**config.mk**
```make
export PLATFORM = sky130hd
export DESIGN_NAME = cardclk_gen
export DESIGN_NICKNAME = d
export VERILOG_FILES = /design/src/rtl/cardclk_pkg.sv /design/src/rtl/cardclk_ctrl_reg.sv /design/src/rtl/cardclk_ratio_dec.sv /design/src/rtl/cardclk_divider.sv /design/src/rtl/cardclk_gen.sv
export SDC_FILE = /design/constraint.sdc
export NUM_CORES = 1
export LEC_CHECK = 0
export ABC_AREA = 1
export BUFFER_PORTS_ARGS = -buffer_cell sky130_fd_sc_hd__clkbuf_2
export CAP_MARGIN = 5
export CELL_PAD_IN_SITES_DETAIL_PLACEMENT = 0
export CELL_PAD_IN_SITES_GLOBAL_PLACEMENT = 1
export CORE_AREA = 4 4 80 82
export CTS_BUF_LIST = sky130_fd_sc_hd__clkbuf_16
export DETAILED_ROUTE_END_ITERATION = 10
export DIE_AREA = 0 0 84 86
export PLACE_DENSITY = 0.85
export SLEW_MARGIN = 15
export SYNTH_ARGS = -nofsm -noshare
export SYNTH_HDL_FRONTEND = slang
export SYNTH_SLANG_ARGS = --single-unit
```
**constraint.sdc**
```tcl
create_clock -name clk -period 4.6 [get_ports clk]
set_input_delay 0.69 -clock clk [delete_from_list [all_inputs] [get_ports clk]]
set_output_delay 0.69 -clock clk [all_outputs]
set_load 0.02 [all_outputs]
```
**src/rtl/cardclk_pkg.sv**
```systemverilog
package cardclk_pkg;
   localparam int unsigned ONEHOT_N      = 8;
   localparam int unsigned ONEHOT_LOG0   = 2;
   localparam int unsigned FLD_EN        = 8;
   localparam int unsigned FLD_AUTO      = 9;
   localparam int unsigned FLD_DIV1      = 10;
   localparam int unsigned FLD_DIV1024   = 16;
   localparam int unsigned LOG_MAX       = 10;
   localparam int unsigned LOG_W         = 4;

   typedef logic [LOG_W-1:0] ratio_log_t;

   typedef struct packed {
      logic                div1024;
      logic                div1;
      logic                auto_off;
      logic                en;
      logic [ONEHOT_N-1:0] onehot;
   } ctl_t;
endpackage

```
**src/rtl/cardclk_ctrl_reg.sv**
```systemverilog
module cardclk_ctrl_reg
   import cardclk_pkg::*;
#(
   parameter int unsigned REG_W        = 32,
   parameter logic [7:0]  VERSION      = 8'h10,
   parameter logic [7:0]  MIN_VER_1024 = 8'h10
) (
   input  logic             clk,
   input  logic             rst_n,
   input  logic             wr_en,
   input  logic [REG_W-1:0] wr_data,
   output ctl_t             ctl,
   output logic [REG_W-1:0] rd_data
);
   localparam bit HAS_1024 = (VERSION >= MIN_VER_1024);

   logic [ONEHOT_N-1:0] onehot_q;
   logic                en_q, auto_q, div1_q, d1024_q;

   always_ff @(posedge clk or negedge rst_n) begin
      if (!rst_n) begin
         onehot_q <= '0;
         en_q     <= 1'b0;
         auto_q   <= 1'b0;
         div1_q   <= 1'b0;
      end else if (wr_en) begin
         onehot_q <= wr_data[ONEHOT_N-1:0];
         en_q     <= wr_data[FLD_EN];
         auto_q   <= wr_data[FLD_AUTO];
         div1_q   <= wr_data[FLD_DIV1];
      end
   end

   generate
      if (HAS_1024) begin : g_div1024
         always_ff @(posedge clk or negedge rst_n) begin
            if (!rst_n)     d1024_q <= 1'b0;
            else if (wr_en) d1024_q <= wr_data[FLD_DIV1024];
         end
      end else begin : g_no_div1024
         assign d1024_q = 1'b0;
      end
   endgenerate

   assign ctl = '{div1024: d1024_q, div1: div1_q, auto_off: auto_q,
                  en: en_q, onehot: onehot_q};

   always_comb begin
      rd_data                 = '0;
      rd_data[ONEHOT_N-1:0]   = onehot_q;
      rd_data[FLD_EN]         = en_q;
      rd_data[FLD_AUTO]       = auto_q;
      rd_data[FLD_DIV1]       = div1_q;
      rd_data[FLD_DIV1024]    = d1024_q;
   end

   // a written value reads back on the implemented low field
   assert_readback_R6: assert property (@(posedge clk) disable iff (!rst_n)
      wr_en |=> rd_data[FLD_DIV1:0] == $past(wr_data[FLD_DIV1:0]));
endmodule

```
**src/rtl/cardclk_ratio_dec.sv**
```systemverilog
module cardclk_ratio_dec
   import cardclk_pkg::*;
(
   input  ctl_t       ctl,
   output ratio_log_t ratio_log
);
   ratio_log_t cand [ONEHOT_N+1];

   assign cand[0] = ctl.div1 ? ratio_log_t'(0) : ratio_log_t'(1);

   generate
      for (genvar i = 0; i < ONEHOT_N; i++) begin : g_bit
         assign cand[i+1] = ctl.onehot[i] ? ratio_log_t'(i + ONEHOT_LOG0) : cand[i];
      end
   endgenerate

   assign ratio_log = ctl.div1024 ? ratio_log_t'(LOG_MAX) : cand[ONEHOT_N];
endmodule

```
**src/rtl/cardclk_divider.sv**
```systemverilog
module cardclk_divider
   import cardclk_pkg::*;
#(
   parameter int unsigned CNT_W = LOG_MAX
) (
   input  logic       clk,
   input  logic       rst_n,
   input  logic       run,
   input  ratio_log_t ratio_log,
   output logic       sck_rise,
   output logic       sck_lvl
);
   logic             active_q;
   logic [CNT_W-1:0] cnt_q;
   ratio_log_t       shift_q;
   logic [CNT_W:0]   span_c;
   logic [CNT_W-1:0] last_c, half_c;

   assign span_c = (CNT_W+1)'(1) << shift_q;
   assign last_c = CNT_W'(span_c - 1'b1);
   assign half_c = CNT_W'(span_c >> 1);

   always_ff @(posedge clk or negedge rst_n) begin
      if (!rst_n) begin
         active_q <= 1'b0;
         cnt_q    <= '0;
         shift_q  <= ratio_log_t'(1);
      end else if (!active_q) begin
         if (run) begin
            active_q <= 1'b1;
            cnt_q    <= '0;
            shift_q  <= ratio_log;
         end
      end else if (cnt_q == last_c) begin
         cnt_q <= '0;
         if (!run) active_q <= 1'b0;
      end else begin
         cnt_q <= cnt_q + 1'b1;
      end
   end

   assign sck_rise = active_q && (cnt_q == '0);
   assign sck_lvl  = active_q && (cnt_q < half_c);

   // the clock only comes to rest from a low phase
   assert_stop_low_R7: assert property (@(posedge clk) disable iff (!rst_n)
      $fell(active_q) |-> $past(!sck_lvl));
   // with the run request withdrawn no new edge can begin
   assert_off_no_rise_R8: assert property (@(posedge clk) disable iff (!rst_n)
      !run |=> !sck_rise);
   // captured ratio holds while running
   assert_ratio_hold_R9: assert property (@(posedge clk) disable iff (!rst_n)
      (active_q && $past(active_q)) |-> $stable(shift_q));
   // a start always opens with a rising edge
   assert_start_edge_R10: assert property (@(posedge clk) disable iff (!rst_n)
      $rose(active_q) |-> sck_rise);
endmodule

```
**src/rtl/cardclk_gen.sv**
```systemverilog
module cardclk_gen
   import cardclk_pkg::*;
#(
   parameter int unsigned REG_W        = 32,
   parameter logic [7:0]  VERSION      = 8'h10,
   parameter logic [7:0]  MIN_VER_1024 = 8'h10
) (
   input  logic             clk,
   input  logic             rst_n,
   input  logic             wr_en,
   input  logic [REG_W-1:0] wr_data,
   input  logic             core_idle,
   output logic             sck_rise,
   output logic             sck_lvl,
   output logic [REG_W-1:0] rd_data
);
   generate
      if (REG_W <= FLD_DIV1024) begin : g_bad_width
         $error("REG_W must hold the highest control field");
      end
   endgenerate

   ctl_t       ctl;
   ratio_log_t ratio_log;
   logic       run;

   cardclk_ctrl_reg #(.REG_W(REG_W), .VERSION(VERSION),
                      .MIN_VER_1024(MIN_VER_1024)) u_reg (
      .clk(clk), .rst_n(rst_n), .wr_en(wr_en), .wr_data(wr_data),
      .ctl(ctl), .rd_data(rd_data));

   cardclk_ratio_dec u_dec (.ctl(ctl), .ratio_log(ratio_log));

   assign run = ctl.en && !(ctl.auto_off && core_idle);

   cardclk_divider #(.CNT_W(LOG_MAX)) u_div (
      .clk(clk), .rst_n(rst_n), .run(run), .ratio_log(ratio_log),
      .sck_rise(sck_rise), .sck_lvl(sck_lvl));

   // at ratio 1 the level never rises
   assert_div1_level_R3: assert property (@(posedge clk) disable iff (!rst_n)
      (sck_rise && $past(sck_rise) && $past(sck_rise, 2)) |-> !sck_lvl);
endmodule

```
==> reports/qor.csv <==
metric,value,unit
Syn Std Cell Area,0.002097,mm²
Ys Warns,0,
critical path cell sequence,inv_2 -> nor2_1 -> nand3_1 -> ha_1 -> nand2_1 -> o21ai_0 -> a21oi_1 -> nand2_1 -> nor2_1 -> clkbuf_2,
CTS buffer count,3,
TritonRoute pass-1 iters,4,
outcome,"complete, no violations",
Max VDD drop,0.2314,mV
fin worst setup slack,1670,ps
Core Region,0.005746,mm²
Critical-path top delay cell,dfstp_2,
clk_skew,1.564,ps
1st-iter DRT viols,107,
placed insts,378,
power density over the cells,437.7,mW/mm²
Placement Setup Slack,1957,ps
"Period Utilization, post-route",63.69,%
Slew HR,52.36,%
RSZ-0062 raised after global routing,false,
clk sinks,27,
"commonest non-fill, non-tap cells in the layout","nand2_1, inv_1, clkbuf_2",
row count,28,
starting density of the core,36.50,%
number of unique standard cell types used by synthesis,30,
Die Height,86,µm
ANT nets after route,0,
H-tree Lvls,1,
Setup Crit Path Kind,register to output port,
Mean Syn Cell Area,7.384,µm²
share of cells above drive strength 1,18.24,%
crit end category,output port,
clock buffer depth,2,
# hold bufs at CTS,0,
"FF+latch count, synth",27,
Port Buffer Count,29,
flop2flop setup slack,2040,ps
Post-CTS Setup Repair Bufs,0,
first-pass GRT wire length,8148,µm
largest net degree at the start of global routing,28,
Worst Reg-to-Reg Cells,10,
DRC viols,0,
final WL,4590,µm
post-synthesis sequential area ratio,32.28,%
drt wl/cell,12.02,µm
Die Wd,84,µm
Fmax,341.3,MHz
CTS clock-pin slew for the worst setup and hold paths,70,ps
global route overflow,0,
n_diodes,0,
data required time at the worst endpoint,3910,ps
Crit Path Max Fanout,6,
Reg-to-Reg Start,u_div.shift_q[3]$_DFFE_PN0P_,
Nets,356,
final hold violations,0,
Worst EP arrival,2240,ps
Final Non-Filler Cells,382,
Leak,1.228,nW
die area,0.007224,mm²
initial antenna violation count,0,
gp weighted congestion,0.8586,
io pins,70,
slew at the pin with the worst max-slew slack,714.6,ps
crit-path max cell delay,630,ps
Post-DP HPWL,3560,µm
Total GRT Usage,13.73,%
Setup Viol. Count Final,0,
final max-slew violation count,0,
setup TNS,0,ps
CTS Root Cell,clkbuf_16,
minimum clock period,2930,ps
crit start category,register,
via count,1797,
"commonest non-fill, non-tap cell in the layout",nand2_1,
Clock Latency Late Sink,260,ps
P&R area growth vs syn,8.831,%
post-CTS sizing,0,
Post-Synthesis Cells,284,
via-per-instance ratio,4.704,
type of the worst min-delay path,input port to asynchronous set/reset pin,
CTS tree,yes,
RR Endpoint,u_div.cnt_q[0]$_DFFE_PN0P_,
vias in the first global route,1772,
Max Cap Violations,0,
[worst max-delay path, delay by kind of cell (launching register included)]
family | cells | cell delay, ps
simple gates | 5 | 570
buf+inv | 2 | 240
flops | 1 | 630
compound gates | 2 | 250
fa+ha+maj | 1 | 290
[state kept, by name, summed over array words and instances (netlist names)]
name,count
u_reg.onehot_q,8
u_reg.auto_q,1
u_reg.en_q,1
u_div.cnt_q,10
u_reg.d1024_q,1
u_reg.div1_q,1
u_div.shift_q,4
u_div.active_q,1
[worst max path at each step]
stage	start	end	slack [ps]	cells past startpoint
after CTS	u_div.shift_q[0]$_DFFE_PN1P_	sck_lvl	1660	10
final	u_div.shift_q[0]$_DFFE_PN1P_	sck_lvl	1670	10
after global placement	u_div.shift_q[0]$_DFFE_PN1P_	sck_lvl	1950	10
after global routing	u_div.shift_q[0]$_DFFE_PN1P_	sck_lvl	1350	10
after detailed placement	u_div.shift_q[0]$_DFFE_PN1P_	sck_lvl	1960	10
after floorplan	u_div.shift_q[0]$_DFFE_PN1P_	sck_lvl	2180	9
[final cells by class]
type / instances / area (µm²)
Clock buffer: 3 / 75.07
Multi-Input combinational cell: 213 / 1155
Timing Repair Buffer: 29 / 145.1
Inverter: 34 / 127.6
Sequential cell: 27 / 676.9
Tap cell: 75 / 93.84
Fill cell: 629 / 3463
Clock inverter: 1 / 8.758
[cell usage after synthesis, drive strengths merged]
library cell,instances,area share [%]
inv,34,6.1
ha,12,7.2
conb,1,0.18
xor2,8,3.3
xnor2,1,0.42
nor3,3,0.72
buf,27,9.6
dfstp,1,1.3
nor2,18,3.9
o22ai,1,0.30
a21oi,7,1.7
nand2,78,14
nor4,2,0.60
mux2,4,2.1
nand3,32,9.5
dfrtp,26,31
a22oi,2,0.72
nand3b,2,0.72
nand4,5,1.5
clkbuf,2,0.36
o211ai,2,0.72
o21ai,16,3.8
[kinds of logic (layout without fill, tap and decap cells)]
logic type               Yosys count  after routing  share of synthesized area (%)
buffers and inverters             63             67                          16.05
adder cells (fa/ha/maj)           12             12                          7.160
flip-flops                        27             27                          32.28
multiplexers                       4              4                          2.148
AND/OR/NAND/NOR                  140            140                          31.20
other                              1             20                         0.1788
AO/OA/AOI/OAI                     28             28                          7.219
XOR/XNOR                           9              9                          3.759
[through the flow]
step | power (mW) | hold slack, ps | utilization [%] | cell area (µm²)
global placement | 0.7856 | 520.9 | 38.26 | 2198
CTS | 1.007 | 492.4 | 39.72 | 2282
global route | 1.095 | 510.6 | 39.72 | 2282
floorplan | 0.6951 | 394.4 | - | 2168
detailed placement | 0.7928 | 537.0 | 38.26 | 2198
finish | 0.9990 | 462.3 | 39.72 | 2282
[report_power, final]
group	switching [mW]	total, mW	internal (mW)
clock	0.0886	0.209	0.120
combinational	0.249	0.410	0.161
sequential	0.0930	0.380	0.287
[routing by layer]
layer	wire (µm)	track usage, %
met5	0	0
met4	59	5.556
met3	171	1.921
met2	2268	23.14
met1	2091	17.75
(Power assumes the default switching activity.)
